[src/rtl/pms_pkg.sv]
package pms_pkg;

    typedef enum logic [2:0] {
        PS_HOLD  = 3'd0,
        PS_PCAL  = 3'd1,
        PS_RUN   = 3'd2,
        PS_MCAL  = 3'd3,
        PS_MUTED = 3'd4
    } pms_state_e;

    typedef struct packed {
        pms_state_e state;
        logic       cal_start;
        logic       gain_zero;
    } pms_regs_t;

endpackage

[src/rtl/pms_span_timer.sv]
// Counts enabled cycles; done_o marks the LIMIT-th consecutive enabled cycle.
module pms_span_timer #(
    parameter int unsigned LIMIT = 4
) (
    input  logic clk,
    input  logic rst_n,
    input  logic en_i,
    output logic done_o
);
    localparam int unsigned W = (LIMIT > 2) ? $clog2(LIMIT) : 1;
    localparam logic [W-1:0] LAST = W'(LIMIT - 1);

    logic [W-1:0] cnt_d, cnt_q;

    always_comb begin
        cnt_d = cnt_q;
        if (!en_i) begin
            cnt_d = '0;
        end else if (cnt_q != LAST) begin
            cnt_d = cnt_q + 1'b1;
        end
    end

    always_ff @(posedge clk or negedge rst_n) begin
        if (!rst_n) begin
            cnt_q <= '0;
        end else begin
            cnt_q <= cnt_d;
        end
    end

    assign done_o = en_i && (cnt_q == LAST);

endmodule

[src/rtl/pms_ctrl.sv]
module pms_ctrl
    import pms_pkg::*;
(
    input  logic clk,
    input  logic rst_n,
    input  logic supply_ok_i,
    input  logic mute_n_i,
    input  logic cal_done_i,
    input  logic hold_done_i,
    input  logic mute_hit_i,
    output logic hold_en_o,
    output logic mute_en_o,
    output logic hw_mute_o,
    output logic core_reset_o,
    output logic gain_lock_o,
    output logic cal_start_o,
    output logic gain_zero_o
);
    pms_regs_t r_d, r_q;

    always_comb begin
        r_d           = r_q;
        r_d.cal_start = 1'b0;
        r_d.gain_zero = 1'b0;
        if (!supply_ok_i) begin
            r_d.state = PS_HOLD;
        end else begin
            unique case (r_q.state)
                PS_HOLD: begin
                    if (hold_done_i) begin
                        r_d.state     = PS_PCAL;
                        r_d.cal_start = 1'b1;
                    end
                end
                PS_PCAL: begin
                    if (cal_done_i) begin
                        r_d.state     = PS_RUN;
                        r_d.gain_zero = 1'b1;
                    end
                end
                PS_RUN: begin
                    if (mute_hit_i) begin
                        r_d.state     = PS_MCAL;
                        r_d.cal_start = 1'b1;
                    end
                end
                PS_MCAL: begin
                    if (cal_done_i) begin
                        r_d.state = mute_n_i ? PS_RUN : PS_MUTED;
                    end
                end
                PS_MUTED: begin
                    if (mute_n_i) begin
                        r_d.state = PS_RUN;
                    end
                end
                default: r_d.state = PS_HOLD;
            endcase
        end
    end

    always_ff @(posedge clk or negedge rst_n) begin
        if (!rst_n) begin
            r_q <= '{state: PS_HOLD, cal_start: 1'b0, gain_zero: 1'b0};
        end else begin
            r_q <= r_d;
        end
    end

    assign hold_en_o    = (r_q.state == PS_HOLD) && supply_ok_i;
    assign mute_en_o    = (r_q.state == PS_RUN) && !mute_n_i;
    assign hw_mute_o    = (r_q.state != PS_RUN);
    assign core_reset_o = (r_q.state == PS_HOLD);
    assign gain_lock_o  = (r_q.state == PS_HOLD) || (r_q.state == PS_PCAL)
                       || (r_q.state == PS_MCAL);
    assign cal_start_o  = r_q.cal_start;
    assign gain_zero_o  = r_q.gain_zero;

endmodule

[src/rtl/pwr_mute_seq.sv]
module pwr_mute_seq #(
    parameter int unsigned HOLD_CYCLES     = 25_000_000,
    parameter int unsigned MUTE_MIN_CYCLES = 500_000
) (
    input  logic clk,
    input  logic rst_n,
    input  logic supply_ok_i,
    input  logic mute_n_i,
    input  logic cal_done_i,
    output logic hw_mute_o,
    output logic core_reset_o,
    output logic gain_lock_o,
    output logic cal_start_o,
    output logic gain_zero_o
);
    logic hold_en, hold_done;
    logic mute_en, mute_hit;

    pms_span_timer #(.LIMIT(HOLD_CYCLES)) u_hold (
        .clk    (clk),
        .rst_n  (rst_n),
        .en_i   (hold_en),
        .done_o (hold_done)
    );

    pms_span_timer #(.LIMIT(MUTE_MIN_CYCLES)) u_mute (
        .clk    (clk),
        .rst_n  (rst_n),
        .en_i   (mute_en),
        .done_o (mute_hit)
    );

    pms_ctrl u_ctrl (
        .clk          (clk),
        .rst_n        (rst_n),
        .supply_ok_i  (supply_ok_i),
        .mute_n_i     (mute_n_i),
        .cal_done_i   (cal_done_i),
        .hold_done_i  (hold_done),
        .mute_hit_i   (mute_hit),
        .hold_en_o    (hold_en),
        .mute_en_o    (mute_en),
        .hw_mute_o    (hw_mute_o),
        .core_reset_o (core_reset_o),
        .gain_lock_o  (gain_lock_o),
        .cal_start_o  (cal_start_o),
        .gain_zero_o  (gain_zero_o)
    );

endmodule

[config.mk]
export PLATFORM = sky130hd
export DESIGN_NAME = pwr_mute_seq
export DESIGN_NICKNAME = d
export VERILOG_FILES = /design/src/rtl/pms_pkg.sv /design/src/rtl/pms_span_timer.sv /design/src/rtl/pms_ctrl.sv /design/src/rtl/pwr_mute_seq.sv
export SDC_FILE = /design/constraint.sdc
export NUM_CORES = 1
export LEC_CHECK = 0
export CAP_MARGIN = 20
export CELL_PAD_IN_SITES_DETAIL_PLACEMENT = 0
export CELL_PAD_IN_SITES_GLOBAL_PLACEMENT = 1
export CORE_AREA = 2 2 117 96
export DETAILED_ROUTE_END_ITERATION = 10
export DIE_AREA = 0 0 119 98
export PLACE_DENSITY = 0.47
export RECOVER_POWER = 100
export SETUP_SLACK_MARGIN = 0.3
export SLEW_MARGIN = 20
export SYNTH_ARGS = -nofsm -noshare
export SYNTH_HDL_FRONTEND = slang
export SYNTH_SLANG_ARGS = --single-unit
[constraint.sdc]
create_clock -name clk -period 3.9 [get_ports clk]
set_input_delay 0.78 -clock clk [delete_from_list [all_inputs] [get_ports clk]]
set_output_delay 0.78 -clock clk [all_outputs]
set_load 0.1 [all_outputs]
==> reports/metrics.yaml, run 1 <==
layout:
  final_area_sq_mm: 0.003010
  final_nets: 297
  num-fill-cells: 1100
  drive_gt1_frac: 0.06552
  antenna-diode-count: 0
  layoutNonFillerInstCount: 434
  flow.area_growth_from_synthesis_pct: 13.06
  finalCoreUtilization: 0.2842
yosys:
  netlist_area_sq_mm: 0.002663
  sequential_element_share_of_the_synthesized_area: 0.4605
  ys.warnings.count: 0
  post_synthesis_register_bit_count: 49
  synthesis.area_per_instance_sq_um: 9.442
  synth.distinct_cells: 43
  number_of_instances_in_the_synthesized_netlist: 282
  synth_fp_nets: 289
routing:
  initial_drc_count: 130
  drc: 0
  first_pass_iters: 4
  wire_per_inst_um: 13.93
  ant_nets: 0
  totalWireLength_um: 6046
  vias: 2002
  vias_per_cell: 4.613
sta:
  rsz0062_at_grt: "false"
  timing_hold_violations_final: 0
  hold_ws_ps: 547.0
  slew_headroom: -0.4246
  timing.final.max_slew_violations: 48
  tightestPinTransition_ps: 2137
  timing.fmax_mhz: 318.8
  fin_worst_skew_ps: 4.990
  setup_total_negative_slack_ps: 0
  setup_viol: 0
  fin_crit_sh: 0.8043
  fin_crit_ps: 3137
  final_critical_path_setup_slack_ps: 763.4
worst_setup_path:
  cp-startpoint: "u_mute.cnt_q[6]$_DFFE_PN0P_"
  path_class: "reg2reg"
  timing.critical_path.to_type: "register"
  critical_path_peak_fanout: 9
  required_time_reported_for_the_critical_path_endpoint_ps: 4070
  cp_data_arrival_time_ps: 3310
  crit-reg2reg-launch: "u_mute.cnt_q[6]$_DFFE_PN0P_"
  critical_path.startpoint_type: "register"
place:
  place_hpwl_um: 4062
  number_of_port_buffers: 9
  detailedPlace.worstSlack_ps: 1276
  final_replace_weighted_congestion: 0.7104
  postPlaceCellArea_sq_mm: 0.002885
  dp_cells: 427
global_routing:
  grt_overflow_total: 0
  grt_first_pass_wirelength_um: 10360
  grt_pass1_vias: 2031
  largest_net_degree_at_the_start_of_global_routing: 38
  grt_antenna_before_repair: 0
  grt_use_total: 0.1118
run_status:
  violations_in_the_final_reports: "max-capacitance violations, max-slew violations"
  run_status: "finished, violations left"
clock_tree:
  cts-root-to-sink-buffers: 2
  holdBufCountCts: 0
  tritoncts_clock_tree: "yes"
  worstSkewPairLatency_ps: 290
  post_cts.repair.setup_buffers: 0
  clk_pin_slew_ps: 70
  postCtsResizedCells: 0
  clock_tree.root_cell: "sky130_fd_sc_hd__clkbuf_16"
  numClockSinks: 49
  cts_made_buffers: 5
  cts.htree.levels: 2
pwr:
  p_leak_nw: 1.194
  report.power.total_mw: 1.038
  power.density_cell_area_mw_per_mm2: 344.7
  vdd_drop_max_v: 0.0001710
die:
  fp.dieArea_sq_mm: 0.01166
  rows: 34
  io-pin-count: 10
  floorplan.die.width_um: 119
  die_h_um: 98
  start_util: 0.2514
  design.core.area_sq_mm: 0.01059
hold_path:
  min_path_type: "reg2reg"
  hold_start: "u_hold.cnt_q[2]$_DFFE_PN0P_"
job:
  timing.max_cap.violations: 2
-- metal layers --
| metal | vias to the layer above | GRT usage | part of all wire |
|---|---|---|---|
| li1 | 1004 | - | - |
| met5 | - | 0 | 0 |
| met1 | 962 | 0.1545 | 0.53 |
| met3 | 8 | 0.02570 | 0.032 |
| met2 | 28 | 0.1693 | 0.42 |
| met4 | 0 | 0.04487 | 0.015 |
-- placed cells by master, fill, tap and decap left out, types with 3 or more instances in the layout --
cell type / netlist / routed
sky130_fd_sc_hd__nor3_1: 10 / 10
sky130_fd_sc_hd__a31oi_1: 5 / 5
sky130_fd_sc_hd__dlygate4sd3_1: 0 / 5
sky130_fd_sc_hd__xnor2_1: 27 / 27
sky130_fd_sc_hd__nand3_1: 20 / 20
sky130_fd_sc_hd__nand4_1: 8 / 8
sky130_fd_sc_hd__and4_1: 7 / 7
sky130_fd_sc_hd__or3_1: 3 / 3
sky130_fd_sc_hd__clkbuf_16: 0 / 5
sky130_fd_sc_hd__xor2_1: 8 / 8
sky130_fd_sc_hd__inv_1: 7 / 7
sky130_fd_sc_hd__o21ai_0: 6 / 6
sky130_fd_sc_hd__a211oi_1: 4 / 4
sky130_fd_sc_hd__nor2_1: 44 / 44
sky130_fd_sc_hd__and3_1: 8 / 8
sky130_fd_sc_hd__clkbuf_1: 8 / 5
sky130_fd_sc_hd__dfrtp_1: 49 / 49
sky130_fd_sc_hd__a21oi_1: 13 / 13
sky130_fd_sc_hd__nand2_1: 18 / 18
sky130_fd_sc_hd__nor4_1: 4 / 5
-- Yosys cell counts --
library cell | instances | area share
sky130_fd_sc_hd__mux2_1 | 1 | 0.0042
sky130_fd_sc_hd__a211oi_2 | 1 | 0.0047
sky130_fd_sc_hd__and2b_2 | 1 | 0.0033
sky130_fd_sc_hd__xor2_1 | 8 | 0.026
sky130_fd_sc_hd__nand3_2 | 2 | 0.0075
sky130_fd_sc_hd__and4_1 | 7 | 0.023
sky130_fd_sc_hd__clkbuf_1 | 8 | 0.011
sky130_fd_sc_hd__nand2b_1 | 2 | 0.0047
sky130_fd_sc_hd__buf_2 | 1 | 0.0019
sky130_fd_sc_hd__and3_1 | 8 | 0.019
sky130_fd_sc_hd__nand3b_1 | 1 | 0.0028
sky130_fd_sc_hd__o211a_1 | 2 | 0.0075
sky130_fd_sc_hd__and4_2 | 1 | 0.0038
sky130_fd_sc_hd__o22a_1 | 1 | 0.0033
sky130_fd_sc_hd__nand4bb_1 | 2 | 0.0085
sky130_fd_sc_hd__nor4bb_1 | 1 | 0.0038
sky130_fd_sc_hd__and2_2 | 2 | 0.0056
sky130_fd_sc_hd__clkbuf_8 | 1 | 0.0052
sky130_fd_sc_hd__a31oi_1 | 5 | 0.012
sky130_fd_sc_hd__o21ai_0 | 6 | 0.011
sky130_fd_sc_hd__or2b_2 | 2 | 0.0066
sky130_fd_sc_hd__nor2b_1 | 1 | 0.0024
sky130_fd_sc_hd__nor3_1 | 10 | 0.019
sky130_fd_sc_hd__or3_1 | 3 | 0.0070
sky130_fd_sc_hd__nand3_1 | 20 | 0.038
sky130_fd_sc_hd__a32o_1 | 1 | 0.0038
sky130_fd_sc_hd__nand4_1 | 8 | 0.019
sky130_fd_sc_hd__or4_4 | 1 | 0.0042
sky130_fd_sc_hd__xnor2_1 | 27 | 0.089
sky130_fd_sc_hd__ha_1 | 2 | 0.0094
sky130_fd_sc_hd__dfrtp_1 | 49 | 0.46
sky130_fd_sc_hd__or2_2 | 1 | 0.0024
sky130_fd_sc_hd__a21boi_1 | 1 | 0.0028
sky130_fd_sc_hd__and2_1 | 1 | 0.0024
sky130_fd_sc_hd__inv_1 | 7 | 0.0099
sky130_fd_sc_hd__a21oi_1 | 13 | 0.024
sky130_fd_sc_hd__nand2_1 | 18 | 0.025
sky130_fd_sc_hd__o21bai_1 | 1 | 0.0028
sky130_fd_sc_hd__nor4_4 | 2 | 0.016
sky130_fd_sc_hd__nor2_1 | 44 | 0.062
sky130_fd_sc_hd__buf_6 | 1 | 0.0042
sky130_fd_sc_hd__a211oi_1 | 4 | 0.011
sky130_fd_sc_hd__nor4_1 | 4 | 0.0094
-- power by group --
group          internal [mW]  switching (mW)  total [mW]
logic                0.00783          0.0223      0.0301
clock network          0.298           0.196       0.494
registers              0.511         0.00297       0.514
-- worst paths after layout --
path / slack [ps] / endpoint / depth (start not counted)
max reg2reg: 760 / u_ctrl.r_q[3]$_DFFE_PN0P_ / 5
min reg2reg: 550 / u_hold.cnt_q[2]$_DFFE_PN0P_ / 1
max in group asynchronous: 1280 / u_hold.cnt_q[18]$_DFFE_PN0P_ / 2
min in group asynchronous: 1100 / u_mute.cnt_q[14]$_DFFE_PN0P_ / 1
min: 550 / u_hold.cnt_q[2]$_DFFE_PN0P_ / 1
max: 760 / u_ctrl.r_q[3]$_DFFE_PN0P_ / 5
-- critical path, cell delays in order (launching register included) --
cell and delay, ps:
sky130_fd_sc_hd__dfrtp_1 420, sky130_fd_sc_hd__or4_1 530, sky130_fd_sc_hd__nor4_1 1230, sky130_fd_sc_hd__nand3_2 130, sky130_fd_sc_hd__a211oi_2 360, sky130_fd_sc_hd__mux2_1 360
-- sequential cells by signal, indices dropped and copies added (netlist names) --
| register | flops |
|---|---|
| u_ctrl.cal_start_o | 1 |
| u_hold.cnt_q | 25 |
| u_ctrl.r_q | 3 |
| u_mute.cnt_q | 19 |
| u_ctrl.gain_zero_o | 1 |
-- final cells by class --
type / count / area, sq um / area share
clock inverter: 2 / 35.03 / 0.01164
multi-input combinational: 215 / 1331 / 0.4422
sequential: 49 / 1226 / 0.4073
clock buffer: 5 / 125.1 / 0.04156
inverter: 7 / 26.28 / 0.008728
tap: 144 / 180.2 / 0.05985
timing repair buffer: 12 / 86.33 / 0.02868
-- logic make-up (layout without fill, tap and decap cells) --
| logic type | count (synthesis) | in the layout | share of synthesized area |
|---|---|---|---|
| buf+inv | 18 | 26 | 0.03242 |
| xor+xnor | 35 | 35 | 0.1151 |
| compound gates | 35 | 35 | 0.08365 |
| flops | 49 | 49 | 0.4605 |
| simple gates | 142 | 142 | 0.2946 |
| fa+ha+maj | 2 | 2 | 0.009397 |
| mux | 1 | 1 | 0.004229 |
No activity file was read; power rests on OpenSTA's default activity.
==> run 2: changes to the inputs <==
==> constraint.sdc (replaced) <==
create_clock -name clk -period 3 [get_ports clk]
set_input_delay 0.6 -clock clk [delete_from_list [all_inputs] [get_ports clk]]
set_output_delay 0.6 -clock clk [all_outputs]
set_load 0.1 [all_outputs]
==> run 2 against run 1 <==
Against the previous run:
- the run now ends clean
- die area unchanged
- hold slack lost 8.4 ps
- setup slack worse by 320 ps
- register-to-register slack got worse by 190 ps
- global-route usage is essentially flat
- count of clock-buffer cells in the layout did not move
- cell count increased by 0.23%
- critical endpoint is now hw_mute_o
==> reports/metrics.yaml, run 2 (synthesized netlist as in run 1, its figures left out) <==
sta:
  tightestPinTransition_ps: 1293  # was 2137 ps
  rsz0062_at_grt: "false"  # unchanged
  fin_crit_sh: 0.8520
  timing.final.max_slew_violations: 0  # was 48
  timing.fmax_mhz: 391.2
  timing_hold_violations_final: 0  # unchanged
  fin_worst_skew_ps: 4.940  # was 4.990 ps
  fin_crit_ps: 2556
  slew_headroom: 0.1381  # was -0.4246
  hold_ws_ps: 538.5  # was 547.0 ps
  setup_total_negative_slack_ps: 0  # unchanged
  setup_viol: 0  # unchanged
  final_critical_path_setup_slack_ps: 443.9  # was 763.4 ps
worst_setup_path:
  cp_bufs_invs: 2  # was 0
  critical_path_peak_fanout: 10  # was 9
  cp_data_arrival_time_ps: 1960  # was 3310 ps
  cells_along_the_critical_path: "inv_1 -> nand3_1 -> clkbuf_1"  # was or4_1 -> nor4_1 -> nand3_2 -> a211oi_2 -> mux2_1
  cp_slowest_cell: "sky130_fd_sc_hd__clkbuf_1"  # was sky130_fd_sc_hd__nor4_1
  path_class: "reg2out"  # was reg2reg
  timing.critical_path.to_type: "primary output"  # was register
  critical_path.max_stage_delay_ps: 880  # was 1230 ps
  worst_path_dominant_cell_family: "buffers and inverters"  # was simple AND/OR/NAND/NOR gates
  worst-path-stages: 3  # was 5
  critical_path.startpoint_type: "register"  # unchanged
  required_time_reported_for_the_critical_path_endpoint_ps: 2400  # was 4070 ps
  worst_r2r_path_depth: 6  # was 5
place:
  dp_cells: 429  # was 427
  number_of_port_buffers: 9  # unchanged
  final_replace_weighted_congestion: 0.7252  # was 0.7104
  place_hpwl_um: 4127  # was 4062 um
  detailedPlace.worstSlack_ps: 782.8  # was 1276 ps
layout:
  drive_gt1_frac: 0.07216  # was 0.06552
  number_of_flip_flops_in_the_largest_register: 25  # unchanged
  flow.area_growth_from_synthesis_pct: 11.79  # was 13.06%
  layoutNonFillerInstCount: 435  # was 434
  layout_top_registers: "u_hold.cnt_q (25), u_mute.cnt_q (19), u_ctrl.r_q (3)"  # unchanged
  most_frequent_standard_cell_in_the_layout_excluding_fill_and_tap_cells: "sky130_fd_sc_hd__dfrtp_1"  # unchanged
  layout.cells.most_common_list: "sky130_fd_sc_hd__dfrtp_1, sky130_fd_sc_hd__nor2_1, sky130_fd_sc_hd__xnor2_1"  # unchanged
  max_flop_register: "u_hold.cnt_q"  # unchanged
  antenna-diode-count: 0  # unchanged
  finalCoreUtilization: 0.2810  # was 0.2842
  final_nets: 299  # was 297
routing:
  vias: 2031  # was 2002
  initial_drc_count: 149  # was 130
  ant_nets: 0  # unchanged
  first_pass_iters: 4  # unchanged
  wire_per_inst_um: 13.91  # was 13.93 um
  drc: 0  # unchanged
  vias_per_cell: 4.669  # was 4.613
  totalWireLength_um: 6051  # was 6046 um
pwr:
  p_leak_nw: 1.160  # was 1.194 nW
  switching_share: 0.2185  # was 0.2130
  power.density_cell_area_mw_per_mm2: 418.1  # was 344.7 mW/mm^2
  share_of_power_burned_in_combinational_logic: 0.030  # was 0.029
  netSwitchingPower_mw: 0.2719  # was 0.2210 mW
  power_frac_clock: 0.433  # was 0.476
  sequentialPowerShare: 0.536  # was 0.495
  internal_power_mw: 0.9727  # was 0.8168 mW
  vdd_drop_max_v: 0.0002099  # was 0.0001710 V
global_routing:
  grt_overflow_total: 0  # unchanged
  largest_net_degree_at_the_start_of_global_routing: 50  # was 38
  grt_use_total: 0.1118  # about the same
  grt_antenna_before_repair: 0  # unchanged
  use_met2: 0.1516  # was 0.1693
  grt_pass1_vias: 1988  # was 2031
  grt_util_met1: 0.1719  # was 0.1545
  grt_util_met3: 0.02921  # was 0.02570
  global_route.peak_usage_layer: "met1"  # was met2
  grt_first_pass_wirelength_um: 10420  # was 10360 um
clock_tree:
  post_cts.repair.setup_buffers: 0  # unchanged
  cts.htree.levels: 2  # unchanged
  cts-root-to-sink-buffers: 2  # unchanged
  tritoncts_clock_tree: "yes"  # unchanged
  clock_tree.root_cell: "sky130_fd_sc_hd__clkbuf_16"  # unchanged
  holdBufCountCts: 0  # unchanged
  clk_pin_slew_ps: 60  # was 70 ps
  cts_made_buffers: 5  # unchanged
  postCtsResizedCells: 0  # unchanged
  worstSkewPairLatency_ps: 290  # about the same
  numClockSinks: 49  # unchanged
hold_path:
  min_path_type: "reg2reg"  # unchanged
  holdPathStages: 1  # unchanged
die:
  die_h_um: 98  # unchanged
  fp.dieArea_sq_mm: 0.01166  # unchanged
  io-pin-count: 10  # unchanged
  floorplan.die.width_um: 119  # unchanged
  start_util: 0.2514  # unchanged
  rows: 34  # unchanged
  design.core.area_sq_mm: 0.01059  # unchanged
job:
  timing.max_cap.violations: 0  # was 2
run_status:
  run_status: "complete, no violations"  # was finished, violations left
-- run 2: routing by layer --
metal,up-vias,part of all wire
li1,1010,-
met1,990,0.56
met2,26,0.39
met3,5,0.039
met4,0,0.012
met5,-,0
-- run 2: through the flow --
step / instance area (sq um) / power, mW
final: 2977 / 1.245
after global routing: 2977 / 1.301
after CTS: 3028 / 1.275
after detailed placement: 2898 / 0.7221
after global placement: 2898 / 0.7235
after floorplan: 2668 / 0.6952
-- run 2: cell type report --
| type | count | area, sq um |
|---|---|---|
| well taps | 144 | 180.2 |
| fillers | 1110 | 7616 |
| clock buffers | 5 | 125.1 |
| inverters | 7 | 26.28 |
| multi-input cells | 215 | 1333 |
| repair buffers | 14 | 81.33 |
| clock inverters | 1 | 5.005 |
| flip-flops and latches | 49 | 1226 |
-- run 2: power groups by stage --
stage	registers (mW)	clock network (mW)	logic [mW]
after floorplan	0.680	0	0.0156
after global placement	0.680	0	0.0432
after detailed placement	0.680	0	0.0421
after CTS	0.667	0.565	0.0423
after global routing	0.668	0.588	0.0451
final	0.668	0.539	0.0378
-- run 2: worst reg2reg max path: stages, from the launching register on --
cell                       delay, ps
sky130_fd_sc_hd__dfrtp_1         400
sky130_fd_sc_hd__ha_1            220
sky130_fd_sc_hd__nand3_1         100
sky130_fd_sc_hd__nor4_2          750
sky130_fd_sc_hd__nand3_2         120
sky130_fd_sc_hd__a211oi_1        350
sky130_fd_sc_hd__mux2_1          360
-- run 2: worst paths after layout --
check                                               end  slack (ps)                         from
min reg2reg                 u_hold.cnt_q[2]$_DFFE_PN0P_         540  u_hold.cnt_q[2]$_DFFE_PN0P_
min in group asynchronous  u_mute.cnt_q[17]$_DFFE_PN0P_         650                        rst_n
max reg2reg                   u_ctrl.r_q[3]$_DFFE_PN0P_         570  u_mute.cnt_q[0]$_DFFE_PN0P_
max in group asynchronous  u_hold.cnt_q[13]$_DFFE_PN0P_        1530                        rst_n
max                                           hw_mute_o         440    u_ctrl.r_q[2]$_DFFE_PN0P_
min                         u_hold.cnt_q[2]$_DFFE_PN0P_         540  u_hold.cnt_q[2]$_DFFE_PN0P_
